$ cat src/rtl/sss_pkg.sv
package sss_pkg;
  // Pin level for a given mode and suspend state
  function automatic logic pad_level(input logic gang, input logic susp);
    return gang ? susp : ~susp;
  endfunction

  // Power enable (active low) for one port: request and no over-current
  function automatic logic pwr_off(input logic req, input logic oc_ok);
    return ~(req & oc_ok);
  endfunction
endpackage

$ cat src/rtl/sss_sync.sv
module sss_sync #(
  parameter int W = 1,
  parameter logic [W-1:0] RST_VAL = '0
) (
  input  logic         clk,
  input  logic         rst_n,
  input  logic [W-1:0] d,
  output logic [W-1:0] q
);
  logic [W-1:0] s1_q, s2_q;
  always_ff @(posedge clk or negedge rst_n) begin
    if (!rst_n) begin
      s1_q <= RST_VAL;
      s2_q <= RST_VAL;
    end else begin
      s1_q <= d;
      s2_q <= s1_q;
    end
  end
  assign q = s2_q;
endmodule

$ cat src/rtl/sss_timer.sv
module sss_timer #(
  parameter int DIV          = 1000,
  parameter int SAMPLE_TICKS = 20,
  parameter int SWITCH_TICKS = 50000
) (
  input  logic clk,
  input  logic rst_n,
  output logic sample_evt,
  output logic out_phase
);
  localparam int DIV_W = (DIV > 1) ? $clog2(DIV) : 1;
  localparam int CNT_W = $clog2(SWITCH_TICKS + 1);
  localparam logic [DIV_W-1:0] DIV_LAST = DIV_W'(DIV - 1);
  localparam logic [CNT_W-1:0] SMP_C    = CNT_W'(SAMPLE_TICKS);
  localparam logic [CNT_W-1:0] SW_C     = CNT_W'(SWITCH_TICKS);

  logic [DIV_W-1:0] div_q;
  logic [CNT_W-1:0] cnt_q;
  logic             done_q;
  logic             tick;

  assign tick = (div_q == DIV_LAST);

  always_ff @(posedge clk or negedge rst_n) begin
    if (!rst_n) begin
      div_q  <= '0;
      cnt_q  <= '0;
      done_q <= 1'b0;
    end else begin
      div_q <= tick ? '0 : div_q + 1'b1;
      if (tick && cnt_q != SW_C) cnt_q <= cnt_q + 1'b1;
      if (sample_evt) done_q <= 1'b1;
    end
  end

  assign sample_evt = (cnt_q == SMP_C) && !done_q;
  assign out_phase  = (cnt_q == SW_C);
endmodule

$ cat src/rtl/sss_pwrmap.sv
module sss_pwrmap #(
  parameter int NPORTS = 4
) (
  input  logic              clk,
  input  logic              rst_n,
  input  logic              active,
  input  logic              gang,
  input  logic [NPORTS-1:0] req,
  input  logic [NPORTS-1:0] oc_ok,
  input  logic              clr,
  output logic [NPORTS-1:0] pwr_en_n,
  output logic [NPORTS-1:0] status
);
  import sss_pkg::*;

  logic [NPORTS-1:0] pwr_d, set_d;
  logic              any_req;

  assign any_req = |req;

  for (genvar i = 0; i < NPORTS; i++) begin : g_port
    if (i == 0) begin : g_lead
      assign pwr_d[i] = gang ? pwr_off(any_req, oc_ok[0]) : pwr_off(req[i], oc_ok[i]);
      assign set_d[i] = ~oc_ok[0];
    end else begin : g_rest
      assign pwr_d[i] = gang ? 1'b1 : pwr_off(req[i], oc_ok[i]);
      assign set_d[i] = gang ? ~oc_ok[0] : ~oc_ok[i];
    end
  end

  always_ff @(posedge clk or negedge rst_n) begin
    if (!rst_n) begin
      pwr_en_n <= '1;
      status   <= '0;
    end else begin
      pwr_en_n <= active ? pwr_d : '1;
      status   <= (clr ? '0 : status) | (active ? set_d : '0);
    end
  end
endmodule

$ cat src/rtl/strap_suspend_ctrl.sv
module strap_suspend_ctrl #(
  parameter int NPORTS       = 4,
  parameter int DIV          = 1000,
  parameter int SAMPLE_TICKS = 20,
  parameter int SWITCH_TICKS = 50000
) (
  input  logic              clk,
  input  logic              rst_n,
  input  logic              pad_in,
  output logic              pad_out,
  output logic              pad_oe,
  input  logic              suspend_req,
  input  logic [NPORTS-1:0] port_pwr_req,
  input  logic [NPORTS-1:0] oc_n,
  output logic [NPORTS-1:0] pwr_en_n,
  input  logic              oc_clr,
  output logic [NPORTS-1:0] oc_status,
  output logic              gang_mode
);
  import sss_pkg::*;

  // Named internal events, visible to the checker
  logic              sample_evt;
  logic              out_phase;
  logic              strap_sync;
  logic              strap_latched;
  logic [NPORTS-1:0] oc_ok;

  sss_timer #(
    .DIV(DIV), .SAMPLE_TICKS(SAMPLE_TICKS), .SWITCH_TICKS(SWITCH_TICKS)
  ) u_timer (
    .clk(clk), .rst_n(rst_n), .sample_evt(sample_evt), .out_phase(out_phase)
  );

  sss_sync #(.W(1), .RST_VAL(1'b0)) u_strap_sync (
    .clk(clk), .rst_n(rst_n), .d(pad_in), .q(strap_sync)
  );

  sss_sync #(.W(NPORTS), .RST_VAL({NPORTS{1'b1}})) u_oc_sync (
    .clk(clk), .rst_n(rst_n), .d(oc_n), .q(oc_ok)
  );

  always_ff @(posedge clk or negedge rst_n) begin
    if (!rst_n) begin
      gang_mode     <= 1'b0;
      strap_latched <= 1'b0;
    end else if (sample_evt) begin
      gang_mode     <= strap_sync;
      strap_latched <= 1'b1;
    end
  end

  assign pad_oe  = out_phase;
  assign pad_out = pad_level(gang_mode, out_phase & suspend_req);

  sss_pwrmap #(.NPORTS(NPORTS)) u_pwr (
    .clk(clk), .rst_n(rst_n), .active(strap_latched), .gang(gang_mode),
    .req(port_pwr_req), .oc_ok(oc_ok), .clr(oc_clr),
    .pwr_en_n(pwr_en_n), .status(oc_status)
  );
endmodule

$ cat config.mk
export PLATFORM = sky130hd
export DESIGN_NAME = strap_suspend_ctrl
export DESIGN_NICKNAME = d
export VERILOG_FILES = /design/src/rtl/sss_pkg.sv /design/src/rtl/sss_sync.sv /design/src/rtl/sss_timer.sv /design/src/rtl/sss_pwrmap.sv /design/src/rtl/strap_suspend_ctrl.sv
export SDC_FILE = /design/constraint.sdc
export NUM_CORES = 1
export LEC_CHECK = 0
export ABC_AREA = 1
export CAP_MARGIN = 20
export CORE_ASPECT_RATIO = 1.4
export CORE_MARGIN = 4
export CORE_UTILIZATION = 30
export CTS_CLUSTER_SIZE = 12
export DETAILED_ROUTE_END_ITERATION = 6
export DONT_BUFFER_PORTS = 1
export GPL_TIMING_DRIVEN = 1
export HOLD_SLACK_MARGIN = 0.02
export SLEW_MARGIN = 20
export SYNTH_ARGS = -nofsm -noshare
export SYNTH_HDL_FRONTEND = slang
export SYNTH_SLANG_ARGS = --single-unit
$ cat constraint.sdc
create_clock -name clk -period 3.9 [get_ports clk]
set_input_delay 0.975 -clock clk [delete_from_list [all_inputs] [get_ports clk]]
set_output_delay 0.975 -clock clk [all_outputs]
set_load 0.05 [all_outputs]
# Word level (Yosys, flattened, before mapping)
# Cells that the tools add are included.
[word_totals]
ff_bits = 46
in_bits = 13
output_inout_bits = 11
[classes]
addsub = 2
n_eq_ne = 4
muxes = 12
n_bitwise = 17
reduce_logical = 4
[ops]
columns = ["op", "n"]
rows = [
  ["$add 16x1->16 const B", 1],
  ["$eq 16x16->1 const B", 1],
  ["$eq 16x5->1 const B", 1],
  ["$ne 16x16->1 const B", 1],
  ["$mux 4", 3],
  ["$add 10x1->10 const B", 1],
  ["$eq 10x10->1 const B", 1],
  ["$mux 10", 1],
  ["$not 1->1", 10],
  ["$mux 1", 8],
  ["$and 1x1->1", 6],
  ["$or 4x4->4", 1],
  ["$reduce_or 4->1", 1],
  ["$logic_and 1x1->1", 2],
  ["$logic_not 1->1", 1],
]

# Depth between registers and ports, before layout
[depth]
ltp_word = 5
mapped_depth = 10

# Cells and area by module
# A second synthesis with hierarchy kept.
[unflattened]
hier_cells = 309
area_unflattened_um2 = 2379.8
[by_module_without_submodules]
columns = ["module", "instances", "cells_each", "area_per_inst_um2", "seq_area_each_um2"]
rows = [
  ["sss_timer", 1, 251, 1702.9, 675.6],
  ["sss_pwrmap", 1, 38, 331.6, 205.2],
  ["sss_sync at u_oc_sync", 1, 8, 210.2, 210.2],
  ["strap_suspend_ctrl", 1, 10, 85.1, 50.0],
  ["sss_sync at u_strap_sync", 1, 2, 50.0, 50.0],
]

# Worst setup path before layout
# No wires, ideal clock.
[synth_path]
path_type = "register to output"
from = "register u_timer.cnt_q[0]"
to = "output pad_oe"
t_arrival_ps = 2361
required_time_ps = 2925
slack_ps = 564
stages_incl_launch_ff = 5
n_path_buf = 0
path_cell_list = "dfrtp_1 inv_1 ha_1 nand3_1 nor4_1"
[synth_between]
elab_chain_len = 1
[synth_lines]
columns = ["item", "line", "text"]
rows = [
  ["start: declaration", "sss_timer.sv:18", "logic [CNT_W-1:0] cnt_q;"],
  ["start signal: assignment", "sss_timer.sv:31", "if (tick && cnt_q != SW_C) cnt_q <= cnt_q + 1'b1;"],
  ["$eq 16x16->1", "sss_timer.sv:37", "assign out_phase = (cnt_q == SW_C);"],
  ["end: declaration", "strap_suspend_ctrl.sv:11", "output logic pad_oe,"],
]
# No other way between the ends.

# Final worst setup path
[layout_path]
from = "register u_timer.cnt_q[0]"
to = "output pad_out"
[layout_between]
elab_chain_len = 4
[layout_lines]
columns = ["item", "line", "text"]
rows = [
  ["$eq 16x16->1 *", "sss_timer.sv:37", ""],
  ["$and 1x1->1 *", "strap_suspend_ctrl.sv:54", "assign pad_out = pad_level(gang_mode, out_phase & suspend_req);"],
  ["$not 1->1", "sss_pkg.sv:4", "return gang ? susp : ~susp;"],
  ["$mux 1 *", "sss_pkg.sv:4", ""],
  ["end: declaration", "strap_suspend_ctrl.sv:10", "output logic pad_out,"],
]
# Every way passes the cells marked *; elsewhere a longest branch is shown, timed or not.

==> reports/metrics.yaml <==
outcome: "finished clean"
postSynthCellCount: 312
r2r-start: "u_timer.cnt_q[0]"
grt_max_degree: 47
path_max_fanout: 6
area_delta_synth_final_pct: 8.97
drt_iter0_markers: 75
finalWirelength_mm: 4.90
final_hold_viol_count: 0
final_area_um2: 2570
synth-compound-area-share: 0.0297
startpoint_type: "flop"
syn-num-nets: 328
crit_type: "reg -> out"
port_buffers: 0
grt_overflow_total: 0
num_antenna_cells: 0
nNetsFinal: 333
utilization: 0.333
finalSetupTns_ps: 0
gp_congestion: 0.878
synth_fa_ha_area_frac: 0.0159
final_common_cell: "nand2_1"
numCtsBuffers: 5
dr.pass1.iters: 4
crit_start: "u_timer.cnt_q[0]"
drv_slew: 0
grt_pass1_wl_mm: 8.71
routed_via_density: 4.59
worstPathArrival_ps: 1850
cts_root_buf: "clkbuf_8"
yosys_warnings: 0
io_pins: 24
path_cells: "inv_1, ha_1, nand3_1, nor2_1, nand3_1, xor2_1, buf_4"
placed_cell_area_um2: 2470
clockBufferDepth: 2
min_path_type: "in -> async"
die_w_um: 82.9
synth_mux_area_frac: 0
layout_common_cells: "nand2_1, nor2_1, inv_1"
tightest_slew_ps: 676
dp_hpwl_mm: 3.70
yosys.area_share.simple: 0.366
syn-cell-area_um2: 2360
dieArea_um2: 9360
drv_cap: 0
fp-row-count: 38
setup_violations: 0
cts_tree: "done"
rsz0062_at_grt: "false"
crit_top_cell: "nand3_1"
cts_resized: 0
clkSlewWorstSetupHoldPaths_ps: 90
cts_num_sinks: 46
drc: 0
die_h_um: 113
start_util: 0.306
vias: 1918
layout-drive-gt1-share: 0.0943
slew_headroom: 0.549
ys_seq_area_frac: 0.495
coreArea_um2: 7700
p_per_area_nw_per_um2: 313
ys_types: 26
antenna_left: 0
cp-end-kind: "primary output"
clock_latency_ps: 310
period_share: 0.724
htreeDepth: 2
ir_drop_uv: 114
cp.required_ps: 2920
synth_top_family_by_area: "simple AND/OR/NAND/NOR gates"
synth.avg_cell_area_um2: 7.56
cts_setup_buffers: 0
finalPower_w: 0.000803
grt_pass1_vias: 1958
p_leak_nw: 1.15
wire_per_inst_um: 11.7
ys_ff_latch: 46
synth-xor-area-share: 0.0223
antenna_found_initial: 0
period_needed_ps: 2820
finalClockSkew_ps: 7.16
fmax_mhz: 354
grt_usage: 0.114
crit_slowest_cell: "dfrtp_1"
cp_slowest_stage_delay_ps: 440
cts_hold_buffers: 0
-- synth_stat cells --
| master | count | area share |
|---|---|---|
| inv_1 | 36 | 0.057 |
| nand3b_1 | 1 | 0.0032 |
| o22ai_1 | 4 | 0.011 |
| nor3_1 | 1 | 0.0021 |
| buf_6 | 1 | 0.0048 |
| dfstp_2 | 12 | 0.13 |
| xor2_1 | 6 | 0.022 |
| nand2_2 | 1 | 0.0027 |
| a21oi_1 | 4 | 0.0085 |
| dfrtp_1 | 34 | 0.36 |
| nor4_1 | 1 | 0.0027 |
| clkbuf_1 | 1 | 0.0016 |
| nand3_1 | 22 | 0.047 |
| or2_2 | 1 | 0.0027 |
| nand4_1 | 15 | 0.040 |
| o21ai_0 | 2 | 0.0042 |
| buf_4 | 2 | 0.0064 |
| nor2_1 | 50 | 0.080 |
| nand2_1 | 106 | 0.17 |
| o21bai_1 | 1 | 0.0032 |
| nand3_2 | 1 | 0.0042 |
| and3_1 | 1 | 0.0027 |
| nor2_2 | 4 | 0.011 |
| inv_2 | 1 | 0.0016 |
| ha_1 | 3 | 0.016 |
| o211ai_1 | 1 | 0.0032 |
-- per-layer routing --
layer | share of wire | GRT usage | vias to the layer above
met2 | 0.55 | 0.223 | 30
met3 | 0.026 | 0.0153 | 9
li1 | - | - | 988
met4 | 0.031 | 0.0698 | 0
met1 | 0.40 | 0.112 | 891
met5 | 0 | 0 | -
-- path summary, 6_finish.rpt --
kind | cells past startpoint | slack, ps | endpoint
setup / recovery | 7 | 1080 | pad_out
hold / removal | 0 | 350 | u_timer.cnt_q[13]
setup reg to reg | 9 | 2210 | u_timer.cnt_q[0]
hold reg to reg | 0 | 360 | u_oc_sync.q[0]
max in group asynchronous | 0 | 3340 | u_oc_sync.q[1]
min in group clk | 0 | 360 | u_oc_sync.q[0]
-- flip-flops by register name, summed over array words and instances (netlist names) --
signal	cells
u_timer.cnt_q	16
u_timer.div_q	10
u_oc_sync.q	4
u_oc_sync.s1_q	4
u_pwr.pwr_en_n	4
u_pwr.status	4
gang_mode	1
u_strap_sync.q	1
u_strap_sync.s1_q	1
u_timer.done_q	1
-- metrics by stage --
step | worst slack, ps | hold slack [ps] | instances
after floorplan | 564 | 331 | 312
after global placement | 1430 | 347 | 410
after detailed placement | 1420 | 347 | 410
after CTS | 1060 | 335 | 418
after global routing | 929 | 333 | 418
final | 1080 | 352 | 418
-- report_power, final --
part | internal [W] | switching, W
Combinational | 0.000000871 | 0.00000105
Sequential | 0.000485 | 0.00000201
Clock | 0.000147 | 0.000167
Total | 0.000633 | 0.000170
-- logic make-up after synthesis --
group | after synthesis
and+or+nand+nor | 204
buffers and inverters | 41
DFF | 46
AOI/OAI and AO/OA | 12
adders and majority gates | 3
xor gates and xnor gates | 6
-- critical path: cells and delay by family, from the launching register on --
family                     cells  cell delay (ps)
xor gates and xnor gates       1              150
and+or+nand+nor                3              370
DFF                            1              440
buffers and inverters          2              330
adders and majority gates      1              240
-- area by class of cell --
| class | instances | area [um2] |
|---|---|---|
| clock inverters | 1 | 8.76 |
| well taps | 100 | 125 |
| multi-input cells | 225 | 1030 |
| fillers | 812 | 5130 |
| inverters | 37 | 139 |
| clock buffers | 7 | 86.3 |
| flip-flops and latches | 46 | 1170 |
| repair buffers | 2 | 15.0 |
Note: power is estimated with default switching activity, not from simulation.
